## config.mk

```make
export PLATFORM = sky130hd
export DESIGN_NAME = pingpong_buf_ctrl
export DESIGN_NICKNAME = d
export VERILOG_FILES = /design/src/rtl/pp_pkg.sv /design/src/rtl/pp_bank_ram.sv /design/src/rtl/pp_fill_ctrl.sv /design/src/rtl/pp_irq_ctrl.sv /design/src/rtl/pingpong_buf_ctrl.sv
export SDC_FILE = /design/constraint.sdc
export NUM_CORES = 1
export LEC_CHECK = 0
export ABC_CLOCK_PERIOD_IN_PS = 5900
export BUFFER_PORTS_ARGS = -buffer_cell sky130_fd_sc_hd__buf_2
export CAP_MARGIN = 15
export CORE_ASPECT_RATIO = 1.4
export CORE_MARGIN = 2
export CORE_UTILIZATION = 55
export CTS_BUF_LIST = sky130_fd_sc_hd__clkbuf_8
export DETAILED_ROUTE_END_ITERATION = 16
export PLACE_DENSITY_LB_ADDON = 0.25
export SETUP_SLACK_MARGIN = 0.02
export SLEW_MARGIN = 20
export SYNTH_ARGS = -nofsm -noshare
export SYNTH_HDL_FRONTEND = slang
export SYNTH_SLANG_ARGS = --single-unit
```

## constraint.sdc

```tcl
create_clock -name clk -period 5.9 [get_ports clk]
set_clock_uncertainty 0.15 [all_clocks]
set_input_delay 1.18 -clock clk [delete_from_list [all_inputs] [get_ports clk]]
set_output_delay 1.18 -clock clk [all_outputs]
set_load 0.005 [all_outputs]
```

## src/rtl/pp_pkg.sv

```systemverilog
// Package: shared types and constants for the ping-pong buffer controller.
// Assumes exactly two buffers; a bank index is therefore one bit.
package pp_pkg;
    localparam int NUM_BANKS = 2;
    typedef logic bank_sel_t;
endpackage

```

## src/rtl/pp_bank_ram.sv

```systemverilog
// Module: one frame buffer. It has a synchronous write port and a
// combinational read port.
// Assumes the parent never drives two writers into the same bank at once.
module pp_bank_ram #(
    parameter int DATA_W = 16,
    parameter int DEPTH  = 8,
    localparam int AW    = $clog2(DEPTH)
) (
    input  logic              clk,
    input  logic              we,
    input  logic [AW-1:0]     waddr,
    input  logic [DATA_W-1:0] wdata,
    input  logic [AW-1:0]     raddr,
    output logic [DATA_W-1:0] rdata
);
    logic [DATA_W-1:0] mem [DEPTH];

    // Store a word when the write strobe is high.
    always_ff @(posedge clk) begin
        if (we) mem[waddr] <= wdata;
    end

    // Asynchronous read of the selected word.
    assign rdata = mem[raddr];
endmodule

```

## src/rtl/pp_fill_ctrl.sv

```systemverilog
// Module: stream-side fill sequencer. It counts accepted samples and swaps
// buffer ownership on the final sample of a frame. It then holds ready low
// for one cycle.
// Assumes the stream follows valid/ready rules (a sample moves when both are high).
module pp_fill_ctrl
    import pp_pkg::*;
#(
    parameter int FRAME_LEN = 8,
    localparam int AW       = $clog2(FRAME_LEN)
) (
    input  logic          clk,
    input  logic          rst_n,
    input  logic          s_valid,
    output logic          s_ready,
    output logic          beat,
    output logic [AW-1:0] wr_idx,
    output logic          frame_done,
    output bank_sel_t     cpu_bank,
    output bank_sel_t     dma_bank
);
    localparam logic [AW-1:0] LAST_IDX = AW'(FRAME_LEN - 1);

    logic swap_hold;

    assign s_ready    = ~swap_hold;
    assign beat       = s_valid & s_ready;
    assign frame_done = beat & (wr_idx == LAST_IDX);
    assign dma_bank   = ~cpu_bank;

    // Advance the index, and swap owners on the closing sample of a frame.
    always_ff @(posedge clk) begin
        if (!rst_n) begin
            wr_idx    <= '0;
            cpu_bank  <= 1'b0;
            swap_hold <= 1'b0;
        end else begin
            swap_hold <= frame_done;
            if (frame_done) begin
                wr_idx   <= '0;
                cpu_bank <= ~cpu_bank;
            end else if (beat) begin
                wr_idx <= wr_idx + 1'b1;
            end
        end
    end
endmodule

```

## src/rtl/pp_irq_ctrl.sv

```systemverilog
// Module: interrupt latch with acknowledge, plus a sticky overrun flag.
// Assumes frame_done is a one-cycle pulse per completed frame.
module pp_irq_ctrl (
    input  logic clk,
    input  logic rst_n,
    input  logic frame_done,
    input  logic irq_ack,
    output logic irq,
    output logic overrun
);
    // Set on frame completion (this wins over acknowledge); clear on acknowledge.
    always_ff @(posedge clk) begin
        if (!rst_n) begin
            irq     <= 1'b0;
            overrun <= 1'b0;
        end else begin
            if (frame_done)   irq <= 1'b1;
            else if (irq_ack) irq <= 1'b0;
            if (frame_done && irq && !irq_ack) overrun <= 1'b1;
        end
    end
endmodule

```

## src/rtl/pingpong_buf_ctrl.sv

```systemverilog
// Module: top of the ping-pong buffer controller. It routes stream writes to
// the stream-owned bank and processor accesses to the processor-owned bank,
// and it registers processor read data.
// Assumes FRAME_LEN >= 2; processor addresses at or above FRAME_LEN are not used.
module pingpong_buf_ctrl
    import pp_pkg::*;
#(
    parameter int DATA_W    = 16,
    parameter int FRAME_LEN = 8,
    localparam int ADDR_W   = $clog2(FRAME_LEN)
) (
    input  logic              clk,
    input  logic              rst_n,
    input  logic              s_valid,
    input  logic [DATA_W-1:0] s_data,
    output logic              s_ready,
    input  logic [ADDR_W-1:0] cpu_addr,
    input  logic              cpu_wr,
    input  logic [DATA_W-1:0] cpu_wdata,
    output logic [DATA_W-1:0] cpu_rdata,
    output logic              irq,
    input  logic              irq_ack,
    output logic              cpu_bank,
    output logic              overrun
);
    logic              beat;
    logic              frame_done;
    logic [ADDR_W-1:0] wr_idx;
    bank_sel_t         own_cpu;
    bank_sel_t         own_dma;
    logic [DATA_W-1:0] bank_rd [NUM_BANKS];

    pp_fill_ctrl #(.FRAME_LEN(FRAME_LEN)) u_fill (
        .clk(clk), .rst_n(rst_n), .s_valid(s_valid), .s_ready(s_ready),
        .beat(beat), .wr_idx(wr_idx), .frame_done(frame_done),
        .cpu_bank(own_cpu), .dma_bank(own_dma)
    );

    pp_irq_ctrl u_irq (
        .clk(clk), .rst_n(rst_n), .frame_done(frame_done),
        .irq_ack(irq_ack), .irq(irq), .overrun(overrun)
    );

    assign cpu_bank = own_cpu;

    // One buffer per bank; the owner of each bank selects its write source.
    for (genvar g = 0; g < NUM_BANKS; g++) begin : g_bank
        logic              we;
        logic              dma_sel;
        logic [ADDR_W-1:0] waddr;
        logic [DATA_W-1:0] wdata;

        assign dma_sel = (own_dma == 1'(g));
        assign we      = dma_sel ? beat : (cpu_wr & (own_cpu == 1'(g)));
        assign waddr   = dma_sel ? wr_idx : cpu_addr;
        assign wdata   = dma_sel ? s_data : cpu_wdata;

        pp_bank_ram #(.DATA_W(DATA_W), .DEPTH(FRAME_LEN)) u_ram (
            .clk(clk), .we(we), .waddr(waddr), .wdata(wdata),
            .raddr(cpu_addr), .rdata(bank_rd[g])
        );
    end

    // Register the processor read from the bank it currently owns.
    always_ff @(posedge clk) begin
        if (!rst_n) cpu_rdata <= '0;
        else        cpu_rdata <= bank_rd[own_cpu];
    end
endmodule

```

### After elaboration in Yosys (flattened, before gate mapping)

Memory sizes are Yosys's and may differ from the RTL's.
Index checks and enable logic that the tools add are counted.

* mux-type cells: 15
* order comparisons: 1
* bitwise gates (word level): 8
* reductions and logical operators: 5
* equal/unequal tests: 1
* $add $sub $neg: 1

Operator list (number)
* 16-bit 2-to-1 mux: 5
* 1-bit 2-to-1 mux: 8
* 3-bit 2-to-1 mux: 2
* 1-bit bitwise AND: 4
* 3-bit by 1-bit adder with 3-bit output, second input constant: 1
* 3-bit == test, second input constant: 1
* 1-bit inverter: 3
* 2-bit greater-or-equal comparator, second input constant: 1
* 1-bit logical AND: 2
* 1-bit inverter with 2-bit output: 1
* 2-bit nonzero test: 1
* 2-bit OR reduction: 1
* 1-bit logical NOT: 1

* input bits: 40
* word-level logic and storage cells: 39
* memories kept: 2
* bits in registers: 23
* output and inout bits: 20
* memory bits (writable): 256

Memory list
* g_bank[0].u_ram.mem: depth 8, bits a word 16, read ports 1, clocked after Yosys merged registers in 0, wr ports 1, RTL line pp_bank_ram.sv:16 `logic [DATA_W-1:0] mem [DEPTH];`
* g_bank[1].u_ram.mem: depth 8, bits a word 16, read ports 1, clocked after Yosys merged registers in 0, wr ports 1, RTL line pp_bank_ram.sv:16

### Longest topological paths before layout

* depth in word-level cells: 5
* gate-level depth with buffers: 6
* depth with buffers taken out: 5

### Modules after synthesis

Synthesis repeated with hierarchy kept, for this count alone.

* cells, all modules: 527
* area, all modules: 11544.8 µm²

Modules (own cells, without submodules)
* pp_bank_ram: seq. area each 3843.7 µm², cells each 198, area each 4973.5 µm², times used 2
* pingpong_buf_ctrl: seq. area each 320.3 µm², cells each 100, area each 1285.0 µm², times used 1
* pp_fill_ctrl: seq. area each 100.1 µm², cells each 25, area each 244.0 µm², times used 1
* pp_irq_ctrl: seq. area each 40.0 µm², cells each 6, area each 68.8 µm², times used 1

### Worst setup path before layout

No wires, ideal clock.

* kind: input -> register
* start point: input cpu_addr[1]
* end point: memory g_bank[0].u_ram.mem[2][0], enable pin
* slack: 2.707 ns
* setup time: 0.388 ns
* stages: 6
* buffers on the path: 3
* data required time: 5.362 ns
* data arrival time: 2.655 ns
* path through: buf_2 -> buf_2 -> buf_2 -> nor3b_1 -> a31oi_1 -> nor2_1

* longest elaborated chain between the ends: 1

Ends and longest elaborated chain
* start: declaration: RTL line pingpong_buf_ctrl.sv:17 `input logic [ADDR_W-1:0] cpu_addr,`
* 3-bit 2-to-1 mux: RTL line pingpong_buf_ctrl.sv:55 `assign waddr = dma_sel ? wr_idx : cpu_addr;`
* end: declaration: RTL line pp_bank_ram.sv:16

No other way between the ends.

### Final worst setup path

* start point: input cpu_addr[1]
* end point: register cpu_rdata[1]

* longest elaborated chain between the ends: 4
* elaborated cells between the ends (all ways): 5
* those cells by class: mux: 3; memory: 2

Ends and longest elaborated chain
* memory 8 x 16 bit
* 16-bit 2-to-1 mux (implied by the code) * (3 in a row): RTL line pingpong_buf_ctrl.sv:67 `else cpu_rdata <= bank_rd[own_cpu];`
* end signal: assignment: RTL line pingpong_buf_ctrl.sv:67
* end: declaration: RTL line pingpong_buf_ctrl.sv:20 `output logic [DATA_W-1:0] cpu_rdata,`

Every way passes the cells marked *; elsewhere a longest branch is shown, timed or not. The select of a mux whose other input is x is not followed.
A chain may end at the register's enable or synchronous reset.

==> results.md <==
* Reg-to-Reg End: cpu_rdata[8]$_SDFF_PN0_
* Maximum vdd ir drop at 0.191 mV
* Pre-Repair DR Iteration Count at 4
* Vias after detailed routing at 5666
* Residual DRC at 0
* Cell depth of the worst hold path at 1
* Largest net degree at the start of global routing at 68
* Yosys cell types at 38
* Grt ovf at 0
* Share of post-route cells with drive strength above 1 at 0.346
* Headroom to the max-slew limit at 0.383
* Total CTS buffers at 40
* Number of antenna violations at the first check in global routing at 0
* Share of the yosys chip area belonging to registers at 0.738
* Synth Register Bits at 279
* Num Clock Sinks at 279
* ANT nets after route at 0
* Final critical path time including I/O delays and setup at 3080 ps
* Clock-pin slew on the worst setup and hold paths at 70 ps
* Placement Cell Area at 11600 um2
* Post-CTS Hold Buffers at 0
* Compound-cell area share of the yosys netlist at 0.0504
* Kind of critical path: in2reg
* Post-Synth Simple-Gate Area at 0.0242
* Per-cell via count in the routed design at 5.98
* HPWL after DPL at 14.0 mm
* Die footprint at 21200 um2
* Area of the placeable core at 19800 um2
* Yosys Warn Count at 0
* Most frequent cells in the layout: sky130_fd_sc_hd__edfxtp_1 (256), sky130_fd_sc_hd__mux2_2 (79), sky130_fd_sc_hd__buf_2 (58), sky130_fd_sc_hd__clkbuf_8 (42), sky130_fd_sc_hd__o22ai_1 (32)
* Max H-tree Level at 2
* Internal Dissipation at 3020 uW
* Routed wirelength normalized by instance count at 23.5 um
* Slack of the worst reg-to-reg path at 3410 ps
* Post-synthesis net count at 622
* # Max-Cap Violations at 0
* Fraction of the mapped netlist area in adder cells at 0.00227
* Worst Hold Launch: u_irq.overrun$_SDFFE_PN0P_
* Proportion of power drawn by combinational gates at 0.057
* Final weighted congestion of routability-driven global placement at 0.837
* Most common cell after layout, fill and taps aside: sky130_fd_sc_hd__edfxtp_1
* Class of the worst hold path: reg2reg
* Ports placed on the boundary at 60
* Port Buf Inserts at 59
* Worst-Skew Late Latency at 550 ps
* Switching Power at 840 uW
* Final cycle utilization of the critical path at 0.522
* Vias in the first global route at 5957
* Proportion of netlist area held by the largest area contributor at 0.696
* Setup repair after global routing missed its margin: false
* Share of synthesized area spent on multiplexers at 0.165
* Dominant cell type by area after synthesis: sky130_fd_sc_hd__edfxtp_1
* Number of endpoints failing setup at the final stage at 0
* Nets at 706
* Total count of max-transition violations in the final report at 0
* Drt initial violations at 424
* Diode insertion count for antenna repair at 0
* Dominant cells by area after synthesis: sky130_fd_sc_hd__edfxtp_1 (70%), sky130_fd_sc_hd__mux2_2 (8.1%), sky130_fd_sc_hd__mux4_2 (6.1%), sky130_fd_sc_hd__dfxtp_1 (4.2%), sky130_fd_sc_hd__o22ai_1 (1.8%)
* Endpoint required time on the critical path at 6140 ps
* Xor-xnor portion of the synthesized cell area at 0.000793
* Maximum frequency from static timing analysis at 325 MHz
* Bufs on Longest Clock Path at 3
* Width of the die at 124 um
* Crit-path max FO at 67
* First-pass GRT wire length at 33.6 mm
* Vertical die dimension at 172 um
* Cts repair resizes at 0
* Reg-to-Reg Start: u_fill.cpu_bank$_SDFFE_PN0P_
* Arrival time reported for the critical path endpoint at 3320 ps
* Worst setup SP type: primary input
* Switching share of power at 0.218
* Power per cell area at 313 nW/um2
* Run status: complete, no violations
* Overall power of the completed layout at 3860 uW
* Area growth from synthesis to layout at 11.7%
* Sort of element at the end of the critical path: register
* Filler Cells Inserted at 1382
* Post-synthesis cell count at 580
* Routed wire length at 22.3 mm
* CTS tree: yes
* Post-synthesis area per instance at 19.0 um2
* Area of the mapped netlist at 11000 um2
* Aggregate global-route resource usage at 0.218
* Root buffer cell: sky130_fd_sc_hd__clkbuf_8
* Sequential power share at 0.579
* Minimum hold slack at 328 ps
* Main combinational cell family by area after synthesis: multiplexers
* Final Cell Area at 12300 um2
* Leak Pwr at 0.00412 uW
* Transition time at the pin with the least slew margin at 926 ps
* Number of post-CTS setup repair buffers at 0
* Effective utilization at floorplan at 0.559
* Setup TNS at 0 ps
* Final Hold Fails at 0
* Fraction of the core area covered by cells at the end of the flow at 0.624
* Clock share of power at 0.364
* Hold EP: u_irq.overrun$_SDFFE_PN0P_
* Register-to-Register Path Depth at 4
* # rows at 61
[through the flow]
step	setup slack (ps)	std cells
2_1_floorplan	2710	580
3_3_place_gp	2350	874
3_5_place_dp	2280	874
4_1_cts	2800	948
5_1_grt	2750	948
6_report	2820	948
[cells by family (layout without fill, tap and decap cells)]
logic type	after synthesis	after routing
adder cells (fa/ha/maj)	2	2
AO/OA/AOI/OAI	80	80
buffers and inverters	40	156
AND/OR/NAND/NOR	49	49
flip-flops	279	279
multiplexers	129	129
XOR/XNOR	1	1
[worst max path at each step]
stage	start	endpoint	slack [ps]
2_1_floorplan	cpu_addr[1]	g_bank[0].u_ram.mem[2][0]$_DFFE_PP_	2710
3_3_place_gp	cpu_addr[1]	cpu_rdata[1]$_SDFF_PN0_	2350
3_5_place_dp	cpu_addr[1]	cpu_rdata[1]$_SDFF_PN0_	2280
4_1_cts	u_fill.cpu_bank$_SDFFE_PN0P_	cpu_bank	2800
5_1_grt	u_fill.cpu_bank$_SDFFE_PN0P_	cpu_bank	2750
6_report	cpu_addr[1]	cpu_rdata[1]$_SDFF_PN0_	2820
[metal layers]
layer / wire length [um] / up-vias / global-route usage
met4: 658 / 0 / 0.0830
li1: - / 2536 / -
met5: 0 / - / 0
met1: 8960 / 2927 / 0.281
met2: 11500 / 160 / 0.368
met3: 1140 / 43 / 0.0414
[critical path, stage by stage]
cell,delay [ps]
sky130_fd_sc_hd__buf_4,690
sky130_fd_sc_hd__buf_4,580
sky130_fd_sc_hd__mux2_2,400
sky130_fd_sc_hd__o22ai_1,310
sky130_fd_sc_hd__o31ai_1,110
[power by group through the flow]
stage | clock (uW) | combinational [uW] | sequential [uW]
floorplan | 0 | 145 | 2270
global placement | 0 | 214 | 2270
detailed placement | 0 | 222 | 2280
CTS | 1430 | 223 | 2240
global route | 1520 | 238 | 2240
finish | 1400 | 220 | 2240
[cells in the mapped netlist]
| library cell | count |
|---|---|
| sky130_fd_sc_hd__nand2b_1 | 5 |
| sky130_fd_sc_hd__a22oi_1 | 16 |
| sky130_fd_sc_hd__ha_1 | 2 |
| sky130_fd_sc_hd__and2_1 | 1 |
| sky130_fd_sc_hd__o21a_1 | 1 |
| sky130_fd_sc_hd__nand3b_1 | 6 |
| sky130_fd_sc_hd__o31a_1 | 5 |
| sky130_fd_sc_hd__nor3_1 | 2 |
| sky130_fd_sc_hd__buf_1 | 2 |
| sky130_fd_sc_hd__inv_1 | 4 |
| sky130_fd_sc_hd__nor2b_1 | 2 |
| sky130_fd_sc_hd__mux4_2 | 30 |
| sky130_fd_sc_hd__a31oi_1 | 6 |
| sky130_fd_sc_hd__mux4_1 | 2 |
| sky130_fd_sc_hd__mux2i_1 | 1 |
| sky130_fd_sc_hd__and3b_1 | 3 |
| sky130_fd_sc_hd__nor2_1 | 19 |
| sky130_fd_sc_hd__buf_6 | 2 |
| sky130_fd_sc_hd__nand3_1 | 2 |
| sky130_fd_sc_hd__nand2_2 | 1 |
| sky130_fd_sc_hd__xnor2_1 | 1 |
| sky130_fd_sc_hd__buf_12 | 1 |
| sky130_fd_sc_hd__o31ai_1 | 16 |
| sky130_fd_sc_hd__mux2_2 | 79 |
| sky130_fd_sc_hd__and3_1 | 2 |
| sky130_fd_sc_hd__dfxtp_1 | 23 |
| sky130_fd_sc_hd__clkbuf_2 | 1 |
| sky130_fd_sc_hd__a21boi_0 | 3 |
| sky130_fd_sc_hd__edfxtp_1 | 256 |
| sky130_fd_sc_hd__buf_2 | 18 |
| sky130_fd_sc_hd__buf_4 | 3 |
| sky130_fd_sc_hd__a21oi_1 | 1 |
| sky130_fd_sc_hd__nor3b_1 | 3 |
| sky130_fd_sc_hd__o22ai_1 | 32 |
| sky130_fd_sc_hd__or2_1 | 1 |
| sky130_fd_sc_hd__nand2_1 | 2 |
| sky130_fd_sc_hd__clkbuf_1 | 9 |
| sky130_fd_sc_hd__mux2_1 | 17 |
[area by class of cell]
cell class / count / area (um2) / area share
Sequential cell: 279 / 8150 / 0.660
Multi-Input combinational cell: 261 / 2680 / 0.217
Clock buffer: 42 / 578 / 0.0469
Timing Repair Buffer: 78 / 440 / 0.0357
Tap cell: 252 / 315 / 0.0256
Clock inverter: 32 / 163 / 0.0132
Inverter: 4 / 15.0 / 0.00122
[registers in the layout (all words and copies together) (netlist names)]
register,flops
cpu_rdata,16
g_bank.u_ram.mem,256
u_fill.cpu_bank,1
u_fill.swap_hold,1
u_fill.wr_idx,3
u_irq.irq,1
u_irq.overrun,1
Power figures use the tool's default switching activity.
